**src/rtl/nwb_pkg.sv**
```systemverilog
package nwb_pkg;

   typedef enum logic [2:0] {
      ST_IDLE,
      ST_WR,
      ST_RDCMD,
      ST_RDWAIT,
      ST_ACK
   } nwb_state_e;

   function automatic bit is_pow2(input int v);
      return (v > 0) && ((v & (v - 1)) == 0);
   endfunction

endpackage

```
**src/rtl/nwb_stage.sv**
```systemverilog
module nwb_stage #(
   parameter int DATA_W = 32,
   parameter int WORDS  = 4,
   parameter int IDX_W  = 2,
   parameter int GRP_W  = 8
) (
   input  logic                    clk,
   input  logic                    rst_n,
   input  logic                    wr_en,
   input  logic [IDX_W-1:0]        wr_idx,
   input  logic [GRP_W-1:0]        wr_grp,
   input  logic [DATA_W-1:0]       wr_data,
   input  logic                    clr,
   output logic [WORDS-1:0]        vld,
   output logic [GRP_W-1:0]        grp,
   output logic [WORDS*DATA_W-1:0] flat,
   output logic                    err
);

   logic [DATA_W-1:0] wbuf [WORDS];
   logic              other_grp;

   assign other_grp = (|vld) && (grp != wr_grp);

   always_ff @(posedge clk or negedge rst_n) begin
      if (!rst_n) begin
         vld <= '0;
         grp <= '0;
         err <= 1'b0;
         for (int k = 0; k < WORDS; k++) wbuf[k] <= '0;
      end else if (clr) begin
         vld <= '0;
         for (int k = 0; k < WORDS; k++) wbuf[k] <= '0;
      end else if (wr_en) begin
         grp <= wr_grp;
         if (other_grp) begin
            err <= 1'b1;
            vld <= '0;
            vld[wr_idx] <= 1'b1;
            for (int k = 0; k < WORDS; k++)
               wbuf[k] <= (IDX_W'(k) == wr_idx) ? wr_data : '0;
         end else begin
            vld[wr_idx]  <= 1'b1;
            wbuf[wr_idx] <= wr_data;
         end
      end
   end

   for (genvar g = 0; g < WORDS; g++) begin : g_flat
      assign flat[g*DATA_W +: DATA_W] = wbuf[g];
   end

endmodule

```
**src/rtl/nwb_beat_pack.sv**
```systemverilog
module nwb_beat_pack #(
   parameter int DATA_W = 32,
   parameter int LANE_W = 36,
   parameter int LPB    = 2,
   parameter int BEATS  = 2
) (
   input  logic [LPB*BEATS*DATA_W-1:0] words,
   input  logic [$clog2(BEATS)-1:0]    beat_sel,
   output logic [LPB*LANE_W-1:0]       beat
);

   localparam int PAD_W  = LANE_W - DATA_W;
   localparam int LSEL_W = $clog2(LPB);
   localparam int IDX_W  = $clog2(LPB * BEATS);

   for (genvar l = 0; l < LPB; l++) begin : g_lane
      logic [IDX_W-1:0] widx;
      assign widx = {beat_sel, LSEL_W'(l)};
      assign beat[(LPB-1-l)*LANE_W +: LANE_W] =
         {{PAD_W{1'b0}}, words[widx*DATA_W +: DATA_W]};
   end

endmodule

```
**src/rtl/nwb_lane_pick.sv**
```systemverilog
module nwb_lane_pick #(
   parameter int DATA_W = 32,
   parameter int LANE_W = 36,
   parameter int LPB    = 2
) (
   input  logic [LPB*LANE_W-1:0]  beat,
   input  logic [$clog2(LPB)-1:0] lane_sel,
   output logic [DATA_W-1:0]      word
);

   always_comb begin
      word = '0;
      for (int l = 0; l < LPB; l++)
         if ($clog2(LPB)'(l) == lane_sel)
            word = beat[(LPB-1-l)*LANE_W +: DATA_W];
   end

endmodule

```
**src/rtl/nwb_rd_track.sv**
```systemverilog
module nwb_rd_track #(
   parameter int RD_LAT = 2,
   parameter int BEATS  = 2
) (
   input  logic                     clk,
   input  logic                     rst_n,
   input  logic                     start,
   input  logic [$clog2(BEATS)-1:0] beat_sel,
   output logic                     hit
);

   localparam int CNT_W = $clog2(RD_LAT + BEATS + 1);

   logic [CNT_W-1:0] cnt;
   logic [CNT_W-1:0] tgt;
   logic             run;

   assign hit = run && (cnt == tgt);

   always_ff @(posedge clk or negedge rst_n) begin
      if (!rst_n) begin
         cnt <= '0;
         tgt <= '0;
         run <= 1'b0;
      end else if (start) begin
         run <= 1'b1;
         cnt <= CNT_W'(1);
         tgt <= CNT_W'(RD_LAT) + CNT_W'(beat_sel);
      end else if (run) begin
         if (hit) run <= 1'b0;
         else     cnt <= cnt + CNT_W'(1);
      end
   end

endmodule

```
**src/rtl/nwb_bridge.sv**
```systemverilog
module nwb_bridge #(
   parameter int ADDR_W = 12,
   parameter int DATA_W = 32,
   parameter int LANE_W = 36,
   parameter int LPB    = 2,
   parameter int BEATS  = 2,
   parameter int RD_LAT = 2
) (
   input  logic                    clk,
   input  logic                    rst_n,
   input  logic                    bus_req,
   input  logic                    bus_we,
   input  logic [ADDR_W-1:0]       bus_addr,
   input  logic [DATA_W-1:0]       bus_wdata,
   output logic                    bus_rdy,
   output logic                    bus_ack,
   output logic [DATA_W-1:0]       bus_rdata,
   output logic                    err_flag,
   output logic                    mem_wr,
   output logic                    mem_rd,
   output logic [ADDR_W-5:0]       mem_addr,
   output logic [LPB*LANE_W-1:0]   mem_wdata,
   input  logic [LPB*LANE_W-1:0]   mem_rdata
);
   import nwb_pkg::*;

   localparam int WORDS   = LPB * BEATS;
   localparam int IDX_W   = $clog2(WORDS);
   localparam int LSEL_W  = $clog2(LPB);
   localparam int BSEL_W  = $clog2(BEATS);
   localparam int GRP_LSB = 2 + IDX_W;
   localparam int MA_W    = ADDR_W - GRP_LSB;

   if (LANE_W <= DATA_W) begin : g_bad_lane
      $error("LANE_W must exceed DATA_W");
   end
   if (!is_pow2(LPB) || LPB < 2 || !is_pow2(BEATS) || BEATS < 2) begin : g_bad_shape
      $error("LPB and BEATS must be powers of two, at least 2");
   end
   if (GRP_LSB != 4) begin : g_bad_group
      $error("group must span 16 bytes");
   end
   if (RD_LAT < 1) begin : g_bad_lat
      $error("RD_LAT must be at least 1");
   end

   nwb_state_e               state;
   logic [BSEL_W-1:0]        wbeat;
   logic [MA_W-1:0]          rgrp;
   logic [IDX_W-1:0]         ridx;
   logic [DATA_W-1:0]        rdata_q;

   logic                     acc;
   logic [IDX_W-1:0]         in_idx;
   logic [MA_W-1:0]          in_grp;
   logic                     stg_wr;
   logic                     stg_clr;
   logic [WORDS-1:0]         stg_vld;
   logic [MA_W-1:0]          stg_grp;
   logic [WORDS*DATA_W-1:0]  stg_flat;
   logic                     stage_hit;
   logic                     last_beat;
   logic [LPB*LANE_W-1:0]    packed_beat;
   logic [DATA_W-1:0]        picked;
   logic                     rd_hit;
   logic                     unused_low;

   assign unused_low = &{1'b0, bus_addr[1:0]};

   assign acc       = bus_req && (state == ST_IDLE);
   assign in_idx    = bus_addr[2 +: IDX_W];
   assign in_grp    = bus_addr[GRP_LSB +: MA_W];
   assign stg_wr    = acc && bus_we;
   assign last_beat = (wbeat == BSEL_W'(BEATS - 1));
   assign stg_clr   = (state == ST_WR) && last_beat;
   assign stage_hit = (stg_grp == in_grp) && stg_vld[in_idx];

   nwb_stage #(
      .DATA_W (DATA_W),
      .WORDS  (WORDS),
      .IDX_W  (IDX_W),
      .GRP_W  (MA_W)
   ) u_stage (
      .clk     (clk),
      .rst_n   (rst_n),
      .wr_en   (stg_wr),
      .wr_idx  (in_idx),
      .wr_grp  (in_grp),
      .wr_data (bus_wdata),
      .clr     (stg_clr),
      .vld     (stg_vld),
      .grp     (stg_grp),
      .flat    (stg_flat),
      .err     (err_flag)
   );

   nwb_beat_pack #(
      .DATA_W (DATA_W),
      .LANE_W (LANE_W),
      .LPB    (LPB),
      .BEATS  (BEATS)
   ) u_pack (
      .words    (stg_flat),
      .beat_sel (wbeat),
      .beat     (packed_beat)
   );

   nwb_lane_pick #(
      .DATA_W (DATA_W),
      .LANE_W (LANE_W),
      .LPB    (LPB)
   ) u_pick (
      .beat     (mem_rdata),
      .lane_sel (ridx[LSEL_W-1:0]),
      .word     (picked)
   );

   nwb_rd_track #(
      .RD_LAT (RD_LAT),
      .BEATS  (BEATS)
   ) u_track (
      .clk      (clk),
      .rst_n    (rst_n),
      .start    (state == ST_RDCMD),
      .beat_sel (ridx[IDX_W-1 -: BSEL_W]),
      .hit      (rd_hit)
   );

   always_ff @(posedge clk or negedge rst_n) begin
      if (!rst_n) begin
         state   <= ST_IDLE;
         wbeat   <= '0;
         rgrp    <= '0;
         ridx    <= '0;
         rdata_q <= '0;
      end else begin
         unique case (state)
            ST_IDLE: if (acc) begin
               if (bus_we) begin
                  wbeat <= '0;
                  state <= (in_idx == IDX_W'(WORDS - 1)) ? ST_WR : ST_ACK;
               end else if (stage_hit) begin
                  rdata_q <= stg_flat[in_idx*DATA_W +: DATA_W];
                  state   <= ST_ACK;
               end else begin
                  rgrp  <= in_grp;
                  ridx  <= in_idx;
                  state <= ST_RDCMD;
               end
            end
            ST_WR: begin
               if (last_beat) state <= ST_ACK;
               else           wbeat <= wbeat + BSEL_W'(1);
            end
            ST_RDCMD:  state <= ST_RDWAIT;
            ST_RDWAIT: if (rd_hit) begin
               rdata_q <= picked;
               state   <= ST_ACK;
            end
            ST_ACK:    state <= ST_IDLE;
            default:   state <= ST_IDLE;
         endcase
      end
   end

   assign bus_rdy   = (state == ST_IDLE);
   assign bus_ack   = (state == ST_ACK);
   assign bus_rdata = rdata_q;
   assign mem_wr    = (state == ST_WR);
   assign mem_rd    = (state == ST_RDCMD);
   assign mem_wdata = mem_wr ? packed_beat : '0;
   assign mem_addr  = mem_wr ? stg_grp : (mem_rd ? rgrp : '0);

endmodule

```
**config.mk**
```make
export PLATFORM = sky130hd
export DESIGN_NAME = nwb_bridge
export DESIGN_NICKNAME = d
export VERILOG_FILES = /design/src/rtl/nwb_pkg.sv /design/src/rtl/nwb_stage.sv /design/src/rtl/nwb_beat_pack.sv /design/src/rtl/nwb_lane_pick.sv /design/src/rtl/nwb_rd_track.sv /design/src/rtl/nwb_bridge.sv
export SDC_FILE = /design/constraint.sdc
export NUM_CORES = 1
export LEC_CHECK = 0
export CAP_MARGIN = 20
export CORE_UTILIZATION = 35
export DETAILED_ROUTE_END_ITERATION = 10
export PLACE_DENSITY = 0.67
export REMOVE_ABC_BUFFERS = 1
export SYNTH_ARGS = -nofsm -noshare
export SYNTH_HDL_FRONTEND = slang
export SYNTH_SLANG_ARGS = --single-unit
```
**constraint.sdc**
```tcl
create_clock -name clk -period 4.2 [get_ports clk]
set_input_delay 0.42 -clock clk [delete_from_list [all_inputs] [get_ports clk]]
set_output_delay 0.42 -clock clk [all_outputs]
set_load 0.03 [all_outputs]
```
* Word-level counts from Yosys, hierarchy flattened
Cells that the tools add are included.
W data, S select, Z words.
** Operators by class
- Divide/modulo/power cells :: 0
- Add/subtract/negate cells :: 3
- Bitwise gates (word level) :: 5
- $mul :: 0
- Shift operators :: 3
- Equality and inequality tests :: 18
- Muxes and demuxes :: 43
- Reductions and logical operators :: 22
- Order comparisons :: 4
** Operators with widths (count)
- $mux W128 :: 3
- $shiftx A128 B8 Y32 :: 3
- $mux W32 :: 10
- $bwmux W128 :: 1
- $mux W68 :: 1
- $demux W32 S2 :: 1
- $pmux W32 S2 :: 1
- $mux W3 :: 9
- $mux W8 :: 2
- $mux W4 :: 3
- $pmux W3 S4 :: 1
- $reduce_and A3 Y1 :: 3
- $eq A8 B8 Y1 :: 1
- $logic_and A1 B1 Y1 :: 8
- $mux W1 :: 8
- $ne A2 B2 Y1 const B :: 4
- $ne A8 B8 Y1 :: 1
- $reduce_bool A2 Y1 :: 4
- $eq A3 B2 Y1 const B :: 2
- $ne A2 B1 Y1 const B :: 3
- $reduce_and A5 Y1 :: 1
- $eq A2 B2 Y1 const A :: 2
- $or A4 B4 Y4 :: 1
- $reduce_and A2 Y1 :: 2
- other kinds (21) :: 23
** Storage, ports and cells
- Register bits after elaboration :: 194
- Memories kept :: 0
- Bits in read-only memories :: 0
- Bits in latches :: 0
- Bits of input ports :: 120
- RAM bits :: 0

* Depth between registers and ports, before layout
- Depth after elaboration :: 9
- Mapped depth :: 8

* Modules after synthesis
From an unflattened synthesis, not the netlist that was laid out.
** Second synthesis, totals
- Cells, all modules :: 1088
- Area, all modules :: 12293.0 µm²
** Modules (own cells, without submodules)
- nwb_stage :: instances 1, area an instance 6861.6 µm², cells each 643, seq. area each 3528.4 µm²
- nwb_bridge :: instances 1, area an instance 3429.5 µm², cells each 300, seq. area each 1151.1 µm²
- nwb_beat_pack :: instances 1, area an instance 1141.1 µm², cells each 80, seq. area each 0.0 µm²
- nwb_lane_pick :: instances 1, area an instance 544.3 µm², cells each 36, seq. area each 0.0 µm²
- nwb_rd_track :: instances 1, area an instance 316.6 µm², cells each 29, seq. area each 150.1 µm²

* Worst setup path after synthesis
No wires, ideal clock.
- Path type :: register to output
- Start :: register state[0]
- End :: output mem_addr[3]
- Setup slack :: 1812 ps
- Required time :: 3780 ps
- Data arrival time :: 1968 ps
- Path buffers :: 2
- Stages on the path, launching flop included :: 5
- Path through :: dfrtp_1 > buf_2 > nor3b_1 > clkbuf_1 > a22o_1
** Between the ends
- Longest elaborated chain between the ends :: 3
** RTL lines
- start, declared :: line nwb_bridge.sv:47 : nwb_state_e state;
- start signal, assigned :: line nwb_bridge.sv:141 : state <= (in_idx == IDX_W'(WORDS - 1)) ? ST_WR : ST_ACK;
- $eq A3 B2 Y1 :: line nwb_bridge.sv:170 : assign mem_rd = (state == ST_RDCMD);
- net mem_rd :: line nwb_bridge.sv:20 : output logic mem_rd,
- $mux W8 (2 in series) :: line nwb_bridge.sv:172 : assign mem_addr = mem_wr ? stg_grp : (mem_rd ? rgrp : '0);
- end, declared :: line nwb_bridge.sv:21 : output logic [ADDR_W-5:0] mem_addr,
The timed path passes the listed nets, and every way through them passes these cells.

* Final worst setup path
- Start :: register state[0]
- End :: output mem_addr[1]
** Between the ends
- Longest elaborated chain between the ends :: 3
** RTL lines (line)
- $eq A3 B2 Y1 :: nwb_bridge.sv:170
- $mux W8 :: nwb_bridge.sv:172
- $mux W8 * :: nwb_bridge.sv:172
Every way passes the cells marked *; elsewhere a longest branch is shown, timed or not.

==> results.cfg <==
[floorplanning]
die_area_um2 = 28900
die_w_um = 170
io_pins = 237
rows = 61
start_util = 0.356
die_y_um = 170
core_area_um2 = 27800

[routing]
ant_nets = 0
drc = 0
wl_per_cell_um = 20.8
dr_total_vias = 7372
drtPass1Iterations = 5
routed_wirelength_mm = 28.5
avgViaCountPerCell = 5.37
initialDrtViolationCount = 380

[finish]
antenna_cells = 0
drive_above_1_share = 0.156
final_nets = 1103
syn_to_final_growth_pct = 32.2
postLayoutCoreUtil = 0.471
design_area_um2 = 13100

[sta]
fin_crit_sh = 0.824
rsz0062_at_grt = no
setup_viol = 0
hold_viol = 0
slew-limit-headroom = 0.264
fmax_mhz = 289
final_max_slew_viol_count = 0
worstMarginPinSlew_ns = 1.10
fin_ws_ns = 0.740
skew_ns = 0.0190
min_period_ns = 3.46
setup_tns_ns = 0

[setup_path]
cpPeakStageDelay_ns = 0.93
critPathLaunchType = flip-flop
critPathSlowestCell = or3b_4
cp_max_fo = 66
reg2reg_to = u_stage.flat[45]$_DFFE_PN0P_
path_class = flip-flop to output port
rr_worst_depth = 7
cp-endpoint = mem_addr[1]
critPathCaptureType = output port
cp_num_buf_inv = 2
reg2reg_slack_ns = 0.98
startpoint = state[0]$_DFFE_PN0P_
path_depth = 4
worstPathRequired_ns = 3.78
reg2reg_from = state[0]$_DFFE_PN0P_
cp_cell_sequence = or3b_4, inv_2, a22o_1, clkdlybuf4s50_1
cp_top_family = simple AND/OR/NAND/NOR gates
cp.arrival_ns = 3.04

[cts]
htree_levels = 4
cts_made_buffers = 17
post-cts-setup-buffer-count = 0
path_clk_slew_ns = 0.08
cts-root-buf = clkbuf_16
cts_sinks = 193
clock_path_buffers = 2
cts_hold_buffers = 0
post_cts_resized = 0
cts_tree = built
clk-insertion-delay-late_ns = 0.44

[synthesis]
synth_area_leader_cell = dfrtp_1
ys_warn_count = 0
synthArstFlopShare = 1.00
yosys.area.top_type_share = 0.488
yosys-top-cells-area = dfrtp_1 (49%), a22o_1 (12%), mux2i_1 (9.8%)
synth_cell_types = 43
synth-seq-area-share = 0.488
synth-seq-cells = 193
synth_flop_cell = dfrtp_1
yosys-top-cells-count = dfrtp_1 (193), a22o_1 (136), mux2i_1 (97)
synth_area_per_cell_um2 = 12.4
synth.most_common_cell = dfrtp_1
synth_edf_count = 0
syn_area_um2 = 9890
post_synth_inst_count = 797

[flow_run]
maxCapViolations = 0

[grt]
grt_pass1_wl_mm = 44.4
grt_max_degree = 84
grt_pass1_vias = 7616
grt_usage = 0.204
antenna_found_initial = 0
globalRouteOverflowTotal = 0

[placement]
place_ws_ns = 0.994
place_area_um2 = 12500
place.port_buffers = 218
dp.final_hpwl_mm = 17.7
gp_congestion = 0.744

[power_and_ir_drop]
power_leakage_nw = 6.04
irDropWorstVdd_mv = 0.187
p_total_mw = 3.72
power_density_nw_per_um2 = 285

[status]
status = finished clean

[min_path]
hold_class = input port to asynchronous set/reset pin
## flip-flops by register name, summed over array words and instances (netlist names)
signal,cells
u_stage.flat,128
bus_rdata,32
rgrp,8
u_stage.grp,8
u_stage.vld,4
state,3
u_track.cnt,3
ridx,2
u_track.tgt,2
last_beat,1
u_stage.err,1
u_track.run,1
## power by group
part / switching (mW) / internal (mW) / leakage, nW / total (mW)
registers: 0.00518 / 1.86 / 2.68 / 1.87
logic: 0.125 / 0.129 / 3.09 / 0.253
clock network: 0.811 / 0.792 / 0.275 / 1.60
## final cells by class
class / instances / area (um2)
multi-input cells: 532 / 4780
flip-flops and latches: 193 / 4830
clock buffers: 18 / 429
inverters: 5 / 18.8
fillers: 2553 / 14700
repair buffers: 233 / 2390
clock inverters: 14 / 141
well taps: 378 / 473
## stage by stage
step | std cells | hold slack, ns
after floorplan | 730 | 0.124
after global placement | 1338 | 0.453
after detailed placement | 1340 | 0.446
after CTS | 1372 | 0.0411
after global routing | 1373 | 0.0679
final | 1373 | 0.0154
## cells in the final DEF (no fill, tap or decap), drive strengths merged
| cell type | instances |
|---|---|
| inv | 12 |
| a211o | 1 |
| o21ai | 39 |
| a21oi | 2 |
| clkinv | 5 |
| a31oi | 2 |
| mux2 | 51 |
| nand2 | 42 |
| xor2 | 12 |
| nor3b | 1 |
| clkdlybuf4s50 | 215 |
| a221oi | 1 |
| mux2i | 97 |
| a21boi | 1 |
| conb | 8 |
| o41ai | 1 |
| ha | 1 |
| buf | 17 |
| or3b | 1 |
| nor3 | 4 |
| clkbuf | 19 |
| nand3b | 3 |
| a21o | 5 |
| nor4bb | 1 |
| nor4 | 5 |
| or2 | 1 |
| a41oi | 1 |
| nand2b | 7 |
| a22o | 136 |
| and2 | 1 |
| nor2 | 71 |
| mux4 | 33 |
| nand3 | 4 |
| clkinvlp | 2 |
| dfrtp | 193 |
## routing by layer
metal,up-vias,share of wire,global-route usage,routed length [um]
li1,3336,-,-,-
met1,3772,0.45,0.272,12800
met2,229,0.48,0.334,13800
met3,35,0.052,0.0370,1470
met4,0,0.016,0.0642,451
met5,-,0,0,0
## logic make-up after synthesis
logic type | after synthesis | share of synthesized area
AOI/OAI and AO/OA | 189 | 0.152
xor gates and xnor gates | 12 | 0.0106
adders and majority gates | 1 | 0.00126
buffers and inverters | 79 | 0.0391
DFF | 193 | 0.488
muxes | 181 | 0.243
other | 1 | 0.000379
and+or+nand+nor | 141 | 0.0659
## how the worst min path moves through the flow
stage,from,depth (start not counted),endpoint,slack [ns]
after CTS,rst_n,1,rgrp[7]$_DFFE_PN0P_,0.04
after global placement,u_stage.err$_DFFE_PN0P_,1,u_stage.err$_DFFE_PN0P_,0.45
after detailed placement,u_stage.err$_DFFE_PN0P_,1,u_stage.err$_DFFE_PN0P_,0.45
final,rst_n,1,u_stage.grp[7]$_DFFE_PN0P_,0.02
after global routing,rst_n,1,rgrp[4]$_DFFE_PN0P_,0.07
after floorplan,rst_n,0,bus_rdata[0]$_DFFE_PN0P_,0.12
Power figures use the tool's default switching activity.
